==> src/rtl/eprs_pkg.sv <==
package eprs_pkg;
    localparam int SEL_W = 5;
    localparam int CNT_W = SEL_W + 1;

    typedef struct packed {
        logic [SEL_W-1:0] code;
    } sel_state_t;

    typedef struct packed {
        logic [CNT_W-1:0] cnt;
    } cnt_state_t;
endpackage

==> src/rtl/eprs_sel_reg.sv <==
module eprs_sel_reg
    import eprs_pkg::*;
(
    input  logic             clk,
    input  logic             rst_n,
    input  logic             wr_i,
    input  logic [SEL_W-1:0] wdata_i,
    output logic [SEL_W-1:0] sel_o
);
    sel_state_t st_d, st_q;

    always_comb begin
        st_d = st_q;
        if (wr_i) st_d.code = wdata_i;
    end

    always_ff @(posedge clk or negedge rst_n) begin
        if (!rst_n) st_q <= '0;
        else        st_q <= st_d;
    end

    assign sel_o = st_q.code;

    AST_SEL_LOAD: assert property (@(posedge clk) disable iff (!rst_n)
        wr_i |=> (sel_o == $past(wdata_i)));
endmodule

==> src/rtl/eprs_counter.sv <==
module eprs_counter
    import eprs_pkg::*;
(
    input  logic             clk,
    input  logic             rst_n,
    input  logic             wr_i,
    input  logic             evt_i,
    input  logic [SEL_W-1:0] sel_i,
    output logic             hit_o
);
    cnt_state_t       st_d, st_q;
    logic [CNT_W-1:0] limit;
    logic             bypass;

    assign limit  = {sel_i, 1'b0};
    assign bypass = (sel_i == '0);
    assign hit_o  = evt_i && !bypass && (st_q.cnt == limit - CNT_W'(1));

    always_comb begin
        st_d = st_q;
        if (wr_i || bypass) begin
            st_d.cnt = '0;
        end else if (evt_i) begin
            st_d.cnt = hit_o ? '0 : st_q.cnt + CNT_W'(1);
        end
    end

    always_ff @(posedge clk or negedge rst_n) begin
        if (!rst_n) st_q <= '0;
        else        st_q <= st_d;
    end

    AST_CLEAR_ON_WRITE: assert property (@(posedge clk) disable iff (!rst_n)
        wr_i |=> (st_q.cnt == '0));
    AST_CNT_IN_RANGE: assert property (@(posedge clk) disable iff (!rst_n)
        !bypass |-> (st_q.cnt < limit));
    AST_BYPASS_CNT_ZERO: assert property (@(posedge clk) disable iff (!rst_n)
        bypass |-> (st_q.cnt == '0));
    AST_IDLE_HOLD: assert property (@(posedge clk) disable iff (!rst_n)
        (!evt_i && !wr_i) |=> $stable(st_q.cnt));
    AST_WRAP_AFTER_HIT: assert property (@(posedge clk) disable iff (!rst_n)
        hit_o |=> (st_q.cnt == '0));
endmodule

==> src/rtl/eprs_out_stage.sv <==
module eprs_out_stage
    import eprs_pkg::*;
(
    input  logic             clk,
    input  logic             rst_n,
    input  logic [SEL_W-1:0] sel_i,
    input  logic             evt_i,
    input  logic             hit_i,
    output logic             evt_o
);
    always_comb begin
        evt_o = hit_i;
        if (sel_i == '0) evt_o = evt_i;
    end

    AST_OUT_NEEDS_IN: assert property (@(posedge clk) disable iff (!rst_n)
        evt_o |-> evt_i);
endmodule

==> src/rtl/even_ratio_prescaler.sv <==
module even_ratio_prescaler
    import eprs_pkg::*;
(
    input  logic             clk,
    input  logic             rst_n,
    input  logic             sel_wr,
    input  logic [SEL_W-1:0] sel_wdata,
    input  logic             evt_in,
    output logic             evt_out,
    output logic [SEL_W-1:0] cur_sel
);
    logic [SEL_W-1:0] sel_q;
    logic             hit;

    eprs_sel_reg u_sel (
        .clk     (clk),
        .rst_n   (rst_n),
        .wr_i    (sel_wr),
        .wdata_i (sel_wdata),
        .sel_o   (sel_q)
    );

    eprs_counter u_cnt (
        .clk   (clk),
        .rst_n (rst_n),
        .wr_i  (sel_wr),
        .evt_i (evt_in),
        .sel_i (sel_q),
        .hit_o (hit)
    );

    eprs_out_stage u_out (
        .clk   (clk),
        .rst_n (rst_n),
        .sel_i (sel_q),
        .evt_i (evt_in),
        .hit_i (hit),
        .evt_o (evt_out)
    );

    assign cur_sel = sel_q;
endmodule

==> config.mk <==
export PLATFORM = sky130hd
export DESIGN_NAME = even_ratio_prescaler
export DESIGN_NICKNAME = d
export VERILOG_FILES = /design/src/rtl/eprs_pkg.sv /design/src/rtl/eprs_sel_reg.sv /design/src/rtl/eprs_counter.sv /design/src/rtl/eprs_out_stage.sv /design/src/rtl/even_ratio_prescaler.sv
export SDC_FILE = /design/constraint.sdc
export NUM_CORES = 1
export LEC_CHECK = 0
export ABC_CLOCK_PERIOD_IN_PS = 2800
export CAP_MARGIN = 20
export CORE_MARGIN = 4
export CORE_UTILIZATION = 46
export DETAILED_ROUTE_END_ITERATION = 8
export PLACE_DENSITY = 0.75
export SETUP_SLACK_MARGIN = 0.1
export SYNTH_ARGS = -nofsm -noshare
export SYNTH_HDL_FRONTEND = slang
export SYNTH_SLANG_ARGS = --single-unit
==> constraint.sdc <==
create_clock -name clk -period 2.8 [get_ports clk]
set_clock_uncertainty 0.1 [all_clocks]
set_input_delay 0.42 -clock clk [delete_from_list [all_inputs] [get_ports clk]]
set_output_delay 0.42 -clock clk [all_outputs]
set_load 0.01 [all_outputs]
**Word level (Yosys, flattened, before mapping)**

Index checks and enable logic that the tools add are counted.

- Flip-flop bits (word level): 11
- Input port bits: 9
- Output and inout port bits: 6

- Add/sub/neg operators: 2
- Equal/unequal tests: 1
- Muxes and demuxes: 4
- Reduce and logical (&&, ||, !) cells: 6

Operators by type and width:

| kind | number |
|---|---|
| 2-to-1 mux 6 bit | 3 |
| adder 6 x 1 -> 6 bit (second input constant) | 1 |
| equality test 6 bit | 1 |
| subtractor 6 x 1 -> 6 bit (second input constant) | 1 |
| logical NOT 5 bit | 1 |
| logical AND 1 bit | 2 |
| nonzero test 2 bit | 1 |
| logical NOT 1 bit | 1 |
| logical OR 1 bit | 1 |
| 2-to-1 mux 1 bit | 1 |

**Longest topological paths before layout**

- Depth in word-level cells: 7
- Depth in mapped cells: 7
- Depth with buffers taken out: 7

**Cells and area by module**

From an unflattened synthesis, not the netlist that was laid out.

- Cells, all modules: 62
- Area total of the unflattened synthesis: 673.1 um^2

By module, submodules not included:

| module | times used | cells each | area each (um^2) | sequential area each (um^2) |
|---|---|---|---|---|
| eprs_counter | 1 | 49 | 469.2 | 150.1 |
| eprs_sel_reg | 1 | 10 | 181.4 | 125.1 |
| eprs_out_stage | 1 | 3 | 22.5 | 0.0 |

**Least setup slack after synthesis**

OpenSTA, ideal clock, no wires.

- Path kind: reg-to-reg
- Start point: reg u_sel.st_q (netlist bit u_sel.sel_o[0])
- End point: reg u_cnt.st_q[3] (netlist name)
- Library setup time: 121 ps
- Data arrival time: 1,836 ps
- Data required time: 2,579 ps
- Setup slack: 743 ps
- Stages on the path, launching flop included: 8
- Path buffers: 0
- Clock period less this slack: 2,057 ps
- Path through: dfrtp_1 inv_1 ha_1 xor2_1 nand3_1 o41a_1 a21o_1 a22o_1

- Cells in the longest elaborated chain, start to end: 7
- Elaborated cells between the ends (all ways): 11

Ends and longest elaborated chain:

| element | RTL line | source |
|---|---|---|
| start: declaration | eprs_sel_reg.sv:10 | `sel_state_t st_d, st_q;` |
| start signal: assignment | eprs_sel_reg.sv:19 | `else st_q <= st_d;` |
| parallel branches: the longest is 7 deep, another holds subtractor 6 x 1 -> 6 bit | n/a |  |
| end signal: assignment | eprs_counter.sv:30 | `else st_q <= st_d;` |
| end: declaration | eprs_counter.sv:11 | `cnt_state_t st_d, st_q;` |

Several ways; the timed one is not identified. The select of a mux whose other input is x is not followed.
A chain may end at the register's enable or synchronous reset.

**Worst setup path after layout**

- Start point: reg u_sel.st_q (netlist bit u_sel.sel_o[1])
- End point: out evt_out

- Cells in the longest elaborated chain, start to end: 5
- Elaborated cells between the ends (all ways): 7

Ends and longest elaborated chain:

| element | RTL line | source |
|---|---|---|
| parallel branches: the longest is 4 deep, another holds subtractor 6 x 1 -> 6 bit | n/a |  |
| 2-to-1 mux 1 bit * | eprs_out_stage.sv:13 | `if (sel_i == '0) evt_o = evt_i;` |
| end: declaration | even_ratio_prescaler.sv:9 | `output logic evt_out,` |

Every way passes the cells marked *.

==> impl_metrics.yaml <==
setup_path:
  reg2reg_from: "u_sel.sel_o[1]"
  r2r_cells: 7
  r2r_end: "u_cnt.st_q[3]"
  r2r_slack_ns: 0.69
  startpoint_type: "flop"
  cp.arrival_ns: 1.91
  end_kind: "primary output"
  critPathRequiredTime_ns: 2.28
  cp_max_fo: 3
  crit_type: "flop to primary output"
logic_synthesis:
  synth.net_count: 69
  syn_area_per_cell_um2: 10.68
  ys_types: 22
  syn-instance-count: 58
  seq_area_frac_synth: 0.4444
  ys_ff_latch: 11
  yosysWarnings: 0
  netlist_area_um2: 619.3
timing:
  period_share: 0.8690
  hold_viol_final: 0
  setup_violations: 0
  maxSlewViolCount: 0
  setup_tns_ns: 0
  grt_setup_unrepaired: "false"
  holdWs_ns: 0.3772
  min_period_ns: 2.433
  tightest_slew_ns: 0.5582
  fmax_mhz: 411.0
  slew_headroom: 0.6250
floorplanning:
  start_util: 0.5222
  core_area_um2: 1186
  ios: 15
  die_w_um: 44.70
  die_y_um: 44.70
  rows: 12
  die_area_um2: 1998
cells_and_area:
  drive_gt1_frac: 0.1410
  layout_commonest_cell: "clkdlybuf4s50_1"
  multiInputGateArea_um2: 331.6
  fin_util: 0.6941
  antenna_cells: 0
  design_area_um2: 823.3
  syn2layout_area_growth_pct: 32.93
  seqCellArea_um2: 275.3
  fin_nets: 90
  layout_common_cells: "clkdlybuf4s50_1 (13), dfrtp_1 (11), xnor2_1 (8), nand2_1 (4), a22o_1 (4)"
  fillers: 103
drt:
  routedWlPerCell_um: 13.87
  drt_iter0_drc: 4
  drc: 0
  ant_nets: 0
  viasPerCell: 5.272
  vias: 485
  first_pass_iters: 5
  totalWireLength_um: 1276
placement:
  gp_congestion: 0.7414
  port_buffers: 14
  dp_hpwl_um: 949.4
  placed_area_um2: 780.7
power:
  p_per_area_nw_per_um2: 458.6
  p_total_w: 0.0003775
  peakVddDrop_uv: 289.0
  leakage_nw: 0.3543
clock_tree:
  clkTransAtPathRegs_ns: 0.07
  cts.sinks: 11
  cts-buffers-inserted: 3
  htreeDepth: 1
  cts_tree: "yes"
  cts_buffer_depth: 2
  clkLatencyLatePin_ns: 0.27
  cts_root_buf: "clkbuf_4"
global_routing:
  grt_pass1_wl_um: 2277
  grt_max_degree: 12
  grt_use_total: 0.1584
  antenna_found_initial: 0
  grt-ovfl-total: 0
  grt_pass1_vias: 528
run:
  max-cap-violations: 0
outcome:
  status: "complete, no violations"
worst_hold_path:
  hp-class: "primary input to async pin"
==> area by class of cell <==
type / instances / share of cell area
clock buffer: 4 / 0.03191
multi-input combinational: 43 / 0.4027
inverter: 3 / 0.01368
timing repair buffer: 17 / 0.1960
sequential: 11 / 0.3343
tap: 14 / 0.02128
==> where the power goes <==
part	switching, W	internal [W]
registers	0.0000123	0.000169
clock network	0.0000513	0.0000551
logic	0.0000379	0.0000521
total	0.000102	0.000276
==> layer usage <==
metal,track usage,up-vias,share of wire
met5,0,-,0
met4,0.06627,0,0.010
met3,0.05976,4,0.070
met2,0.2521,15,0.46
met1,0.1901,219,0.46
li1,-,247,-
==> timing repair <==
action	in CTS	in global routing
setup buffers	2	0
endpoints found under the setup margin	1	0
hold buffers	0	0
resized for setup	2	0
==> synthesized netlist by cell type, drive strengths merged <==
master / number / area (um2)
nand3: 3 / 15.01
xor2: 3 / 26.28
inv: 3 / 11.26
xnor2: 8 / 70.07
a21o: 1 / 7.510
mux2: 3 / 33.78
nor4b: 1 / 8.760
nor2: 2 / 7.510
a21oi: 1 / 5.000
o41a: 1 / 11.26
nor3: 3 / 15.01
ha: 2 / 25.02
nand2: 4 / 15.01
a22o: 4 / 35.03
o21a: 1 / 7.510
dfrtp: 11 / 275.3
nor4: 1 / 6.260
o21ai: 2 / 10.01
mux2i: 1 / 10.01
nor3b: 2 / 20.02
clkbuf: 1 / 3.750
==> registers in the layout, indices dropped and copies added (netlist names) <==
register,cells
u_sel.sel_o,5
u_cnt.st_q,6
==> cell families after synthesis <==
family | synth area share
adder cells (fa/ha/maj) | 0.04040
AND/OR/NAND/NOR | 0.1414
buffers and inverters | 0.02424
multiplexers | 0.07070
XOR/XNOR | 0.1556
AO/OA/AOI/OAI | 0.1232
flip-flops | 0.4444
==> through the flow <==
| stage | cells | setup slack [ns] |
|---|---|---|
| 2_1_floorplan | 58 | 0.7434 |
| 3_3_place_gp | 86 | 0.3393 |
| 3_5_place_dp | 86 | 0.3426 |
| 4_1_cts | 92 | 0.3560 |
| 5_1_grt | 92 | 0.1768 |
| 6_report | 92 | 0.3667 |
==> worst max-delay path, cell delays in order (launching register included) <==
cell           delay, ns
dfrtp_1             0.40
inv_1               0.08
ha_2                0.19
nor3b_2             0.18
xnor2_1             0.11
nor4_1              0.28
o21a_1              0.14
dlygate4sd2_1       0.26
==> worst max-delay path by stage <==
stage / from / cells after the start / slack, ns / endpoint
final: u_sel.sel_o[1] / 7 / 0.37 / evt_out
after global routing: u_sel.sel_o[1] / 7 / 0.18 / evt_out
after CTS: u_sel.sel_o[1] / 7 / 0.36 / evt_out
after detailed placement: u_sel.sel_o[0] / 7 / 0.34 / evt_out
after global placement: u_sel.sel_o[0] / 7 / 0.34 / evt_out
after floorplan: u_sel.sel_o[0] / 7 / 0.74 / u_cnt.st_q[3]
Power figures use the tool's default switching activity.
